===== src/rtl/sw_pkg.sv =====
package sw_pkg;

  localparam int unsigned BTN_W     = 5;
  localparam int unsigned BTN_STOP  = 0;
  localparam int unsigned BTN_ZERO  = 1;
  localparam int unsigned BTN_DOWN  = 2;
  localparam int unsigned BTN_LEFT  = 3;
  localparam int unsigned BTN_START = 4;

  typedef struct packed {
    logic stepCount;
    logic clearCount;
  } swStrobes_t;

endpackage


===== src/rtl/sw_tick_divider.sv =====
module sw_tick_divider #(
  parameter int unsigned DIV_LIMIT = 100000
) (
  input  logic clk,
  input  logic rst,
  output logic tick
);

  localparam int unsigned CNT_W = (DIV_LIMIT > 1) ? $clog2(DIV_LIMIT) : 1;
  localparam logic [CNT_W-1:0] LAST = CNT_W'(DIV_LIMIT - 1);

  generate
    if (DIV_LIMIT <= 1) begin : g_every_cycle
      logic unusedInputs;
      assign unusedInputs = clk ^ rst;
      assign tick = 1'b1;
    end else begin : g_count
      logic [CNT_W-1:0] divCnt;
      logic atLast;

      assign atLast = (divCnt == LAST);

      always_ff @(posedge clk) begin
        if (rst) begin
          divCnt <= '0;
        end else if (atLast) begin
          divCnt <= '0;
        end else begin
          divCnt <= divCnt + 1'b1;
        end
      end

      assign tick = atLast;
    end
  endgenerate

endmodule


===== src/rtl/sw_control.sv =====
module sw_control
  import sw_pkg::*;
(
  input  logic             clk,
  input  logic             rst,
  input  logic             startEv,
  input  logic             stopEv,
  input  logic             zeroEv,
  input  logic             msTick,
  output logic             running,
  output swStrobes_t       strobes
);

  logic runNext;

  always_comb begin
    runNext = running;
    if (stopEv) begin
      runNext = 1'b0;
    end else if (startEv) begin
      runNext = 1'b1;
    end
  end

  always_ff @(posedge clk) begin
    if (rst) begin
      running <= 1'b0;
    end else begin
      running <= runNext;
    end
  end

  always_comb begin
    strobes.stepCount  = msTick & running;
    strobes.clearCount = zeroEv;
  end

endmodule


===== src/rtl/sw_elapsed_datapath.sv =====
module sw_elapsed_datapath
  import sw_pkg::*;
#(
  parameter int unsigned COUNT_W = 32,
  parameter int unsigned LED_W   = 8
) (
  input  logic               clk,
  input  logic               rst,
  input  swStrobes_t         strobes,
  output logic [COUNT_W-1:0] elapsed,
  output logic [LED_W-1:0]   ledBits
);

  always_ff @(posedge clk) begin
    if (rst) begin
      elapsed <= '0;
    end else if (strobes.clearCount) begin
      elapsed <= '0;
    end else if (strobes.stepCount) begin
      elapsed <= elapsed + 1'b1;
    end
  end

  assign ledBits = elapsed[LED_W-1:0];

endmodule


===== src/rtl/stopwatch_timebase.sv =====
module stopwatch_timebase
  import sw_pkg::*;
#(
  parameter int unsigned DIV_LIMIT = 100000,
  parameter int unsigned COUNT_W   = 32,
  parameter int unsigned LED_W     = 8
) (
  input  logic               clk,
  input  logic               rst,
  input  logic [BTN_W-1:0]   btnRise,
  output logic               msPulse,
  output logic               running,
  output logic [COUNT_W-1:0] elapsedMs,
  output logic [LED_W-1:0]   led
);

  swStrobes_t strobes;
  logic       unusedBtns;

  assign unusedBtns = btnRise[BTN_DOWN] ^ btnRise[BTN_LEFT];

  sw_tick_divider #(.DIV_LIMIT(DIV_LIMIT)) u_div (
    .clk  (clk),
    .rst  (rst),
    .tick (msPulse)
  );

  sw_control u_ctrl (
    .clk     (clk),
    .rst     (rst),
    .startEv (btnRise[BTN_START]),
    .stopEv  (btnRise[BTN_STOP]),
    .zeroEv  (btnRise[BTN_ZERO]),
    .msTick  (msPulse),
    .running (running),
    .strobes (strobes)
  );

  sw_elapsed_datapath #(.COUNT_W(COUNT_W), .LED_W(LED_W)) u_dp (
    .clk     (clk),
    .rst     (rst),
    .strobes (strobes),
    .elapsed (elapsedMs),
    .ledBits (led)
  );

endmodule


===== config.mk =====
export PLATFORM = sky130hd
export DESIGN_NAME = stopwatch_timebase
export DESIGN_NICKNAME = d
export VERILOG_FILES = /design/src/rtl/sw_pkg.sv /design/src/rtl/sw_tick_divider.sv /design/src/rtl/sw_control.sv /design/src/rtl/sw_elapsed_datapath.sv /design/src/rtl/stopwatch_timebase.sv
export SDC_FILE = /design/constraint.sdc
export NUM_CORES = 1
export LEC_CHECK = 0
export ABC_AREA = 1
export BUFFER_PORTS_ARGS = -buffer_cell sky130_fd_sc_hd__buf_2
export CELL_PAD_IN_SITES_DETAIL_PLACEMENT = 1
export CELL_PAD_IN_SITES_GLOBAL_PLACEMENT = 1
export CORE_ASPECT_RATIO = 0.75
export CORE_MARGIN = 5
export CORE_UTILIZATION = 43
export DETAILED_ROUTE_END_ITERATION = 16
export PLACE_DENSITY_LB_ADDON = 0.1
export SYNTH_ARGS = -nofsm -noshare
export SYNTH_HDL_FRONTEND = slang
export SYNTH_SLANG_ARGS = --single-unit

===== constraint.sdc =====
create_clock -name clk -period 4.2 [get_ports clk]
set_input_delay 0.84 -clock clk [delete_from_list [all_inputs] [get_ports clk]]
set_output_delay 0.84 -clock clk [all_outputs]
set_load 0.02 [all_outputs]

# Yosys cells after proc, flatten, opt, wreduce, memory -nomap -nowiden
# Index checks and enable logic that the tools add are counted.
# totals
regBits,50
latchBits,0
ram_bits,0
mem_bits_ro,0
input_bits,7
output_inout_bits,42
elab_cells,10
memories,0
# classes
add_sub_neg,2
n_mul,0
n_div,0
order_cmp,0
eq_ne,1
n_shift,0
n_mux,0
bitwise,1
reduce_logical,3
# op_table
op,n
"32-bit by 1-bit adder with 32-bit output, second input constant",1
"17-bit by 1-bit adder with 17-bit output, second input constant",1
"17-bit equality test, second input constant",1
2-bit OR reduction,3
1-bit AND,1

# Depth between registers and ports, before layout
# logic_depth
word_depth,2
ltp_mapped,11
mapped_depth_nobuf,10

# Cells and area by module
# From an unflattened synthesis, not the netlist that was laid out.
# hier_totals
hier_cells,441
hier_area_um2,2902.8
# modules_own_cells
mod,instances,cells_each,area_per_inst_um2,seq_area_each_um2
sw_elapsed_datapath,1,292,1900.6,640.6
sw_tick_divider,1,140,948.4,340.3
sw_control,1,9,53.8,20.0

# Worst setup path after synthesis
# No wires, ideal clock.
# synth_path
kind,flip-flop to output port
from,register u_div.g_count.divCnt[0]
to,output port msPulse
arrival_time_ps,1055
required_ps,3360
slack_ps,2305
path_stages_with_launch,8
path_buffers,0
path_cell_list,dfxtp_1 ha_1 nand2_1 inv_2 nand2_2 inv_2 nand3_4 inv_2
# synth_between
elab_chain_cells,1
# synth_lines
item,line_no,source
"start, declared",sw_tick_divider.sv:18,logic [CNT_W-1:0] divCnt;
"start signal, assigned",sw_tick_divider.sv:29,divCnt <= divCnt + 1'b1;
17-bit equality test,sw_tick_divider.sv:21,assign atLast = (divCnt == LAST);
"end, declared",stopwatch_timebase.sv:11,"output logic msPulse,"
# No other way between the ends.

# Worst setup path after layout
# Ends and elaborated chain as after synthesis.

==> results.py <==
metrics = {
    "synthesis": {
        "synthFlopType": "dfxtp_1",
        "yosysUniqueCellTypes": 28,
        "synth_area_leaders": "dfxtp_1 (34%), nand2_1 (15%), nor2_1 (9.8%), nand3_1 (6.1%), a21oi_1 (5.9%)",
        "synth_warnings": 0,
        "syn_area_per_cell_um2": 6.57,
        "yosysSeqAreaShare_pct": 33.6,
        "syn-instance-count": 453,
        "ys_seq_elements": 50,
        "synth.largest_area_cell": "dfxtp_1",
        "synth_edf_count": 0,
        "synth_top_cell_area_share_pct": 33.6,
        "syn-cell-area_um2": 2980,
        "syn_nets": 462,
        "ys_async_sr_fraction_pct": 0,
    },
    "min_path": {
        "min_path_type": "flop to flop",
        "hold_path.startpoint": "u_div.g_count.divCnt[0]",
    },
    "finish": {
        "diodes": 0,
        "syn_to_final_growth_pct": 10.4,
        "drive_gt1_share_pct": 16.9,
        "fillers": 946,
        "nets": 500,
    },
    "grt": {
        "grt_pass1_wl_mm": 14.4,
        "grt_max_degree": 41,
        "grt_usage_pct": 20.6,
        "overflow": 0,
        "grt_antenna_before_repair": 0,
        "grt_pass1_vias": 3018,
    },
    "worst_setup_path": {
        "cp_slowest_cell": "dfxtp_1",
        "crit_arrival_ns": 1.64,
        "crit_buf_inv": 4,
        "worst_setup_path_start_kind": "flop",
        "path_max_fanout": 7,
        "startpoint": "u_div.g_count.divCnt[0]",
        "endpoint_kind": "primary output",
        "path_cells": "ha_1, nand2_1, inv_2, nand2_2, inv_2, nand3_4, inv_2, buf_2",
        "crit_type": "flop to primary output",
        "path_delay_family": "buffers and inverters",
        "cp.required_ns": 3.36,
        "cpMostUsedCell": "inv_2",
        "max_stage_delay_ns": 0.41,
        "worstReg2RegStart": "u_div.g_count.divCnt[0]",
    },
    "timing": {
        "slew_violations": 0,
        "max_clock_freq_mhz": 403,
        "timing.final.crit_share_pct": 59.1,
        "worst_pin_slew_ns": 0.913,
        "rsz0062_at_grt": "no",
        "finalHoldViolations": 0,
        "fin_crit_ns": 2.48,
        "setup_viol": 0,
        "max_slew_margin_pct": 39.0,
        "tns_ns": 0,
        "finalClockSkew_ns": 0.00534,
    },
    "floorplan": {
        "die-area_um2": 8700,
        "pin_count": 49,
        "rows": 26,
        "fp.dieW_um": 106,
        "core_area_um2": 6770,
        "dieHeight_um": 82.0,
        "start_util_pct": 44.0,
    },
    "power": {
        "leakage_nw": 1.20,
        "irDropWorstVdd_v": 0.000175,
        "powerDensity_nw_per_um2": 259,
        "total_power_mw": 0.851,
    },
    "cts": {
        "cts_resized": 0,
        "numCtsBuffers": 5,
        "tritoncts": "built",
        "clock_latency_ns": 0.30,
        "cts.clk_slew.worst_paths_ns": 0.09,
        "cts_root_buffer": "clkbuf_8",
        "cts_buffer_depth": 2,
        "post-cts-setup-buffers": 0,
        "cts-htree-levels": 2,
        "cts_sinks": 50,
        "hold_buffers": 0,
    },
    "route": {
        "drtAntennaViolNets": 0,
        "wl_mm": 8.66,
        "drt-initial-drc-count": 127,
        "wl_per_cell_um": 15.0,
        "num_vias": 3004,
        "viasPerCell": 5.22,
        "drc": 0,
        "drt_first_pass_iters": 4,
    },
    "placement": {
        "port_buffers": 46,
        "place_congestion": 0.866,
        "place_hpwl_mm": 6.81,
    },
    "job": {
        "cap_violations": 0,
    },
    "outcome": {
        "status": "completed",
    },
}
==> routing by layer <==
metal,GRT usage [%],up-vias,part of all wire (%)
li1,-,1515,-
met1,28.0,1437,51
met3,3.30,2,3.8
met2,35.7,50,45
met5,0,-,0
met4,2.72,0,0.24
==> cell type report <==
| type | instances | area, um^2 | share of cell area (%) |
|---|---|---|---|
| Clock buffer | 7 | 76.3 | 2.32 |
| Clock inverter | 1 | 30.0 | 0.914 |
| Inverter | 46 | 173 | 5.26 |
| Multi-Input combinational cell | 340 | 1650 | 50.4 |
| Sequential cell | 50 | 1000 | 30.5 |
| Tap cell | 84 | 105 | 3.20 |
| Timing Repair Buffer | 48 | 245 | 7.47 |
==> power by group <==
part,switching [mW],internal (mW)
Clock,0.164,0.179
Combinational,0.0192,0.00912
Sequential,0.00295,0.477
==> sequential cells by signal, summed over array words and instances, names as in the netlist <==
name                  flops
u_ctrl.running            1
u_div.g_count.divCnt     17
u_dp.elapsed             32
==> final timing paths <==
path / cells past startpoint / end / slack [ns]
worst max-delay path: 8 / msPulse / 1.72
worst min-delay path: 1 / u_div.g_count.divCnt[0] / 0.49
worst max register to register: 10 / u_dp.elapsed[12] / 1.90
worst min register to register: 1 / u_div.g_count.divCnt[0] / 0.49
==> cells in the final DEF (no fill, tap or decap), types with 2 or more instances in the layout <==
cell type	n
a21oi_1	35
a21oi_4	3
buf_2	46
buf_4	2
clkbuf_1	2
clkbuf_8	5
clkinv_1	2
dfxtp_1	50
ha_1	2
inv_1	37
inv_2	7
nand2_1	115
nand2_2	4
nand3_1	36
nand4_1	13
nor2_1	78
nor2_2	3
nor2_4	9
nor3_1	19
o21ai_0	7
xnor2_1	4
xor2_1	7
==> cell families after synthesis <==
| kind of cell | share of synthesized area (%) |
|---|---|
| AOI/OAI and AO/OA | 8.70 |
| xor gates and xnor gates | 3.24 |
| adders and majority gates | 0.841 |
| buffers and inverters | 10.8 |
| DFF | 33.6 |
| and+or+nand+nor | 42.8 |
==> stage by stage <==
stage / worst slack [ns] / util (%) / cells / area (um^2) / hold WS, ns
after floorplan: 2.31 / - / 453 / 2980 / 0.446
after global placement: 2.05 / 47.0 / 568 / 3180 / 0.460
after detailed placement: 1.93 / 47.0 / 568 / 3180 / 0.464
after CTS: 1.70 / 48.5 / 576 / 3280 / 0.489
after global routing: 1.58 / 48.5 / 576 / 3280 / 0.517
final: 1.72 / 48.5 / 576 / 3280 / 0.485
==> cell usage after synthesis (5+ instances only) <==
master / n
xor2_1: 7
nor2_4: 9
inv_1: 37
nand2_1: 115
dfxtp_1: 50
a21oi_1: 35
nand3_1: 36
nor2_1: 78
nand4_1: 13
buf_6: 5
buf_4: 8
inv_2: 7
o21ai_0: 7
nor3_1: 19
Note: power is estimated with default switching activity, not from simulation.
